`config.mk`:
```
export PLATFORM = sky130hd
export DESIGN_NAME = rd_trunc_seq
export DESIGN_NICKNAME = d
export VERILOG_FILES = /design/src/rtl/rts_pkg.sv /design/src/rtl/rts_req_check.sv /design/src/rtl/rts_cmd_enc.sv /design/src/rtl/rts_capture.sv /design/src/rtl/rd_trunc_seq.sv
export SDC_FILE = /design/constraint.sdc
export NUM_CORES = 1
export LEC_CHECK = 0
export BUFFER_PORTS_ARGS = -buffer_cell sky130_fd_sc_hd__clkbuf_2
export CAP_MARGIN = 40
export CORE_MARGIN = 2
export CORE_UTILIZATION = 45
export CTS_CLUSTER_DIAMETER = 150
export DETAILED_ROUTE_END_ITERATION = 10
export PLACE_DENSITY = 0.71
export SYNTH_ARGS = -nofsm -noshare
export SYNTH_HDL_FRONTEND = slang
export SYNTH_SLANG_ARGS = --single-unit
```
`constraint.sdc`:
```
create_clock -name clk -period 6.2 [get_ports clk]
set_input_delay 0.93 -clock clk [delete_from_list [all_inputs] [get_ports clk]]
set_output_delay 0.93 -clock clk [all_outputs]
set_load 0.02 [all_outputs]
```
`src/rtl/rts_pkg.sv`:
```
package rts_pkg;

    typedef enum logic [2:0] {
        ST_IDLE,
        ST_REJECT,
        ST_ISSUE,
        ST_GAP,
        ST_STOP,
        ST_DRAIN
    } rts_state_e;

    typedef enum logic [1:0] {
        OP_NOP,
        OP_READ,
        OP_TERM,
        OP_PRE
    } rts_op_e;

    typedef struct packed {
        logic cs_n;
        logic ras_n;
        logic cas_n;
        logic we_n;
    } rts_pins_t;

    function automatic rts_pins_t op_pins(rts_op_e op);
        rts_pins_t p;
        unique case (op)
            OP_READ: p = 4'b0101;
            OP_TERM: p = 4'b0110;
            OP_PRE:  p = 4'b0010;
            default: p = 4'b0111;
        endcase
        return p;
    endfunction

endpackage

```
`src/rtl/rts_req_check.sv`:
```
module rts_req_check #(
    parameter int COL_W = 8
) (
    input  logic [1:0]       cas_lat,
    input  logic [1:0]       bl_code,
    input  logic             full_page,
    input  logic [COL_W:0]   len,
    input  logic             ap,
    input  logic             close_row,
    output logic             ok,
    output logic             trunc,
    output logic             use_pre
);
    localparam int LEN_W = COL_W + 1;
    localparam int unsigned FULL = 1 << COL_W;

    logic [LEN_W-1:0] burst;

    always_comb begin
        burst   = full_page ? LEN_W'(FULL) : (LEN_W'(1) << bl_code);
        trunc   = len < burst;
        use_pre = trunc && close_row;
        ok      = (len != '0) && (len <= burst) && (cas_lat != 2'd0)
                  && !(ap && (full_page || trunc));
    end

endmodule

```
`src/rtl/rts_cmd_enc.sv`:
```
module rts_cmd_enc
    import rts_pkg::*;
#(
    parameter int BANK_W = 2,
    parameter int COL_W  = 8,
    parameter int ADDR_W = 12,
    parameter int AP_BIT = 10
) (
    input  rts_op_e           op,
    input  logic [BANK_W-1:0] bank,
    input  logic [COL_W-1:0]  col,
    input  logic              ap,
    output rts_pins_t         pins,
    output logic [BANK_W-1:0] ba,
    output logic [ADDR_W-1:0] addr
);
    always_comb begin
        pins = op_pins(op);
        ba   = '0;
        addr = '0;
        unique case (op)
            OP_READ: begin
                ba                 = bank;
                addr[COL_W-1:0]    = col;
                addr[AP_BIT]       = ap;
            end
            OP_PRE: begin
                ba = bank;
            end
            default: ;
        endcase
    end

endmodule

```
`src/rtl/rts_capture.sv`:
```
module rts_capture #(
    parameter int DATA_W = 32
) (
    input  logic              clk,
    input  logic              rst_n,
    input  logic              en,
    input  logic [DATA_W-1:0] d,
    output logic [DATA_W-1:0] q,
    output logic              v
);
    always_ff @(posedge clk or negedge rst_n) begin
        if (!rst_n) begin
            q <= '0;
            v <= 1'b0;
        end else begin
            v <= en;
            if (en) begin
                q <= d;
            end
        end
    end

endmodule

```
`src/rtl/rd_trunc_seq.sv`:
```
module rd_trunc_seq
    import rts_pkg::*;
#(
    parameter int DATA_W = 32,
    parameter int BANK_W = 2,
    parameter int COL_W  = 8,
    parameter int ADDR_W = 12,
    parameter int AP_BIT = 10
) (
    input  logic                 clk,
    input  logic                 rst_n,
    input  logic [1:0]           cfg_cas_lat,
    input  logic [1:0]           cfg_bl_code,
    input  logic                 cfg_full_page,
    input  logic                 req_valid,
    input  logic [BANK_W-1:0]    req_bank,
    input  logic [COL_W-1:0]     req_col,
    input  logic [COL_W:0]       req_len,
    input  logic                 req_ap,
    input  logic                 req_close,
    output logic                 req_err,
    output logic                 busy,
    output logic                 sd_cs_n,
    output logic                 sd_ras_n,
    output logic                 sd_cas_n,
    output logic                 sd_we_n,
    output logic [BANK_W-1:0]    sd_ba,
    output logic [ADDR_W-1:0]    sd_addr,
    output logic [DATA_W/8-1:0]  sd_dqm,
    input  logic [DATA_W-1:0]    sd_dq_in,
    output logic [DATA_W-1:0]    rd_data,
    output logic                 rd_valid
);
    localparam int LEN_W = COL_W + 1;
    localparam int CNT_W = LEN_W + 1;
    localparam int DQM_W = DATA_W / 8;

    rts_state_e        state, state_nx;
    logic [CNT_W-1:0]  cyc;
    logic [CNT_W-1:0]  cyc_inc;
    logic [CNT_W-1:0]  last_cyc;
    logic [LEN_W-1:0]  lat_len;
    logic [1:0]        lat_cl;
    logic [BANK_W-1:0] lat_bank;
    logic [COL_W-1:0]  lat_col;
    logic              lat_ap;
    logic              lat_trunc;
    logic              lat_pre;

    logic              chk_ok, chk_trunc, chk_pre;
    logic              idle_like;
    logic              accept;
    logic              last;
    logic              cap_en;
    rts_op_e           op;
    rts_pins_t         pins;

    rts_req_check #(.COL_W(COL_W)) u_check (
        .cas_lat   (cfg_cas_lat),
        .bl_code   (cfg_bl_code),
        .full_page (cfg_full_page),
        .len       (req_len),
        .ap        (req_ap),
        .close_row (req_close),
        .ok        (chk_ok),
        .trunc     (chk_trunc),
        .use_pre   (chk_pre)
    );

    assign idle_like = (state == ST_IDLE) || (state == ST_REJECT);
    assign accept    = idle_like && req_valid && chk_ok;
    assign cyc_inc   = cyc + CNT_W'(1);
    assign last_cyc  = CNT_W'(lat_cl) + CNT_W'(lat_len) - CNT_W'(1);
    assign last      = (cyc == last_cyc);

    // next state
    always_comb begin
        state_nx = state;
        unique case (state)
            ST_IDLE, ST_REJECT: begin
                if (req_valid) begin
                    state_nx = chk_ok ? ST_ISSUE : ST_REJECT;
                end else begin
                    state_nx = ST_IDLE;
                end
            end
            ST_ISSUE, ST_GAP: begin
                if (lat_trunc) begin
                    state_nx = (cyc_inc == CNT_W'(lat_len)) ? ST_STOP : ST_GAP;
                end else begin
                    state_nx = ST_DRAIN;
                end
            end
            ST_STOP, ST_DRAIN: begin
                state_nx = last ? ST_IDLE : ST_DRAIN;
            end
            default: state_nx = ST_IDLE;
        endcase
    end

    // state register
    always_ff @(posedge clk or negedge rst_n) begin
        if (!rst_n) begin
            state <= ST_IDLE;
        end else begin
            state <= state_nx;
        end
    end

    // request latch and slot counter
    always_ff @(posedge clk or negedge rst_n) begin
        if (!rst_n) begin
            cyc       <= '0;
            lat_len   <= '0;
            lat_cl    <= 2'd1;
            lat_bank  <= '0;
            lat_col   <= '0;
            lat_ap    <= 1'b0;
            lat_trunc <= 1'b0;
            lat_pre   <= 1'b0;
        end else if (accept) begin
            cyc       <= '0;
            lat_len   <= req_len;
            lat_cl    <= cfg_cas_lat;
            lat_bank  <= req_bank;
            lat_col   <= req_col;
            lat_ap    <= req_ap;
            lat_trunc <= chk_trunc;
            lat_pre   <= chk_pre;
        end else if (!idle_like) begin
            cyc <= cyc_inc;
        end
    end

    // outputs
    always_comb begin
        op      = OP_NOP;
        busy    = 1'b0;
        req_err = 1'b0;
        unique case (state)
            ST_IDLE:   ;
            ST_REJECT: req_err = 1'b1;
            ST_ISSUE: begin
                op   = OP_READ;
                busy = 1'b1;
            end
            ST_GAP, ST_DRAIN: busy = 1'b1;
            ST_STOP: begin
                op   = lat_pre ? OP_PRE : OP_TERM;
                busy = 1'b1;
            end
            default: ;
        endcase
        sd_dqm = busy ? '0 : {DQM_W{1'b1}};
        cap_en = busy && (cyc >= CNT_W'(lat_cl));
    end

    rts_cmd_enc #(
        .BANK_W (BANK_W),
        .COL_W  (COL_W),
        .ADDR_W (ADDR_W),
        .AP_BIT (AP_BIT)
    ) u_enc (
        .op   (op),
        .bank (lat_bank),
        .col  (lat_col),
        .ap   (lat_ap),
        .pins (pins),
        .ba   (sd_ba),
        .addr (sd_addr)
    );

    assign sd_cs_n  = pins.cs_n;
    assign sd_ras_n = pins.ras_n;
    assign sd_cas_n = pins.cas_n;
    assign sd_we_n  = pins.we_n;

    rts_capture #(.DATA_W(DATA_W)) u_cap (
        .clk   (clk),
        .rst_n (rst_n),
        .en    (cap_en),
        .d     (sd_dq_in),
        .q     (rd_data),
        .v     (rd_valid)
    );

endmodule

```
==> results.cfg <==
[setup_path]
end_kind = flop
crit_arrival_ns = 3.46
path_max_fanout = 36
required_ns = 6.43
crit_type = in -> reg
ff2ff_setup_slack_ns = 3.20
crit_path_start_kind = primary input

[die]
dieArea_um2 = 9839
fp-row-count = 34
die_w_um = 99.19
core_um2 = 8763
die_h_um = 99.19
pin_count = 118
start_util_pct = 46.53

[min_path]
worstHoldPathType = reg -> reg

[global_routing]
gr-usage-met2_pct = 31.44
grt_start_max_net_pins = 61
grt_most_used_layer = met2
overflow = 0
use_met3_pct = 5.973
grt_use_met1_pct = 26.64
track_usage_pct = 19.88
grt_pass1_vias = 3386
antenna_found_initial = 0
grt_first_pass_wirelength_mm = 15.73

[cts]
cts-htree-levels = 3
cts_tree = yes
cts_hold_buf = 0
post_cts_resized = 0
clk_pin_slew_ns = 0.08
cts_sinks = 70
clk_latency_ns = 0.35
clock_path_buffers = 2
cts_buffers = 9
cts_setup_buffers = 0
clockRootBuffer = clkbuf_8

[synth]
synth_most_common_cell = nand2_1
synth_edf_count = 0
synthFlopType = dfrtp_1
synth_area_leader_cell = dfrtp_1
synth_top_family_by_area = simple AND/OR/NAND/NOR gates
async_flop_share_pct = 100.0
synth-adder-area-share_pct = 7.241
synth_compound_area_share_pct = 10.19
post_synth_xor_area_fraction_pct = 6.474
syn_area_um2 = 4078
synth.avg_cell_area_um2 = 8.942
yosys_warnings = 0
yosys_register_bits = 70
synth_top_area_share_pct = 42.34
synth_cell_types = 63
ys_seq_area_share_pct = 42.99
synthMuxAreaShare_pct = 4.142
synth_common_cells = nand2_1, dfrtp_1, inv_1
synthCells = 456
synthTopCellsByArea = dfrtp_1, nand2_1, ha_1
synth-simple-area-share_pct = 21.85

[power]
p_sw_share_pct = 46.84
pwr-share-clk_pct = 12.5
p_per_area_nw_per_um2 = 562.8
p_leak_nw = 2.532
internal_power_mw = 1.468
seq_power_share_pct = 32.0
peakVddDrop_mv = 0.3061
power_frac_comb_pct = 55.5
p_switching_mw = 1.294

[sta]
setup_ws_ns = 2.968
rsz0062_at_grt = false
layout_min_cycle_time_ns = 3.232
setup_violations = 0
worstMarginPinSlew_ns = 0.7114
fin_hold_ws_ns = 0.4775
fmax_ghz = 0.3094
relSlewSlack_pct = 52.57
maxSlewViolCount = 0
hold_violations = 0
fin_skew_ns = 0.01064
final.setup.tns_ns = 0
period_share_pct = 52.12

[flow_run]
cap_violations = 0

[finish]
syn2layout_area_growth_pct = 20.34
fin_nets = 645
drive_gt1_share_pct = 26.33
diodes = 0

[placed_design]
dp_hpwl_mm = 7.125
io_buffers = 113
gp_congestion = 0.8854
preCtsSetupSlack_ns = 2.588

[drt]
viasPerCell = 5.107
first_pass_iters = 4
wl_mm = 9.348
ant_nets = 0
drc = 0
wl_per_cell_um = 13.87
num_vias = 3442
initialDrtViolationCount = 165

[outcome]
status = completed
==> metrics by stage <==
| stage | power, mW | std cells | instance area (µm²) | util, % |
|---|---|---|---|---|
| after detailed placement | 2.425 | 658 | 4726 | 53.93 |
| after global placement | 2.314 | 653 | 4631 | 52.84 |
| final | 2.762 | 674 | 4907 | 56.00 |
| after global routing | 3.020 | 674 | 4907 | 56.00 |
| after floorplan | 2.008 | 459 | 4089 | - |
| after CTS | 2.787 | 674 | 4907 | 56.00 |
==> cell usage in the layout (no fill, tap or decap), drive strengths merged, types with 4 or more instances in the layout <==
cell type	synthesis	final
dfrtp	69	69
and2	9	9
inv	32	35
a21oi	5	5
clkbuf	8	121
nor2	21	21
nand2b	4	4
ha	22	22
nand3	10	10
o21ai	22	22
xor2	9	9
xnor2	16	16
mux2	12	12
nand2	130	130
a21o	4	4
nor3	7	7
buf	20	7
conb	1	4
o22ai	10	10
==> cells by family (layout without fill, tap and decap cells) <==
logic type               Yosys count  after routing
flip-flops                        70             70
other                              1              4
AO/OA/AOI/OAI                     62             62
AND/OR/NAND/NOR                  198            198
buffers and inverters             60            167
adder cells (fa/ha/maj)           23             23
multiplexers                      15             15
XOR/XNOR                          27             27
==> worst max-delay path, stage by stage <==
cell	delay (ns)
clkbuf_2	0.12
or3_1	0.38
ha_1	0.30
and4_1	0.20
nand3_1	0.10
a2111oi_2	0.28
mux2i_2	0.19
nor2_4	0.36
buf_12	0.25
mux2_1	0.34
==> final cells by class <==
cell class              count  area (µm²)
clock buffers               9       123.9
flip-flops and latches     70        1753
repair buffers            119       668.1
fillers                   801        3856
well taps                 108       135.1
inverters                  32       120.1
multi-input cells         329        2049
clock inverters             7       57.56
==> routing by layer <==
metal	vias up	share of wire, %	wire [µm]
met5	-	0	0
met4	0	1.9	174
met3	17	8.1	758
met2	130	45	4177
met1	1581	45	4237
li1	1714	-	-
==> state kept, by name, indices dropped and copies added, names as in the netlist <==
register and count:
cyc 10, lat_ap 1, lat_bank 2, lat_cl 2, lat_col 8, lat_len 9
lat_pre 1, lat_trunc 1, state 3, u_cap.q 32, u_cap.v 1
==> path summary, 6_finish.rpt <==
path,start,endpoint,depth (start not counted)
max in group asynchronous,rst_n,lat_cl[0]$_DFFE_PN1P_,3
min,u_cap.q[9]$_DFFE_PN0P_,u_cap.q[9]$_DFFE_PN0P_,2
max,cfg_full_page,lat_col[3]$_DFFE_PN0P_,10
max reg2reg,lat_cl[0]$_DFFE_PN1P_,state[0]$_DFF_PN0_,13
min reg2reg,u_cap.q[9]$_DFFE_PN0P_,u_cap.q[9]$_DFFE_PN0P_,2
min in group asynchronous,rst_n,lat_cl[1]$_DFFE_PN0P_,2
==> power groups by stage <==
stage	registers [mW]	logic (mW)	clock network, mW
global placement	0.878	1.44	0
floorplan	0.925	1.08	0
detailed placement	0.882	1.54	0
finish	0.884	1.53	0.345
global route	0.915	1.72	0.384
CTS	0.882	1.54	0.361
Note: power is estimated with default switching activity, not from simulation.
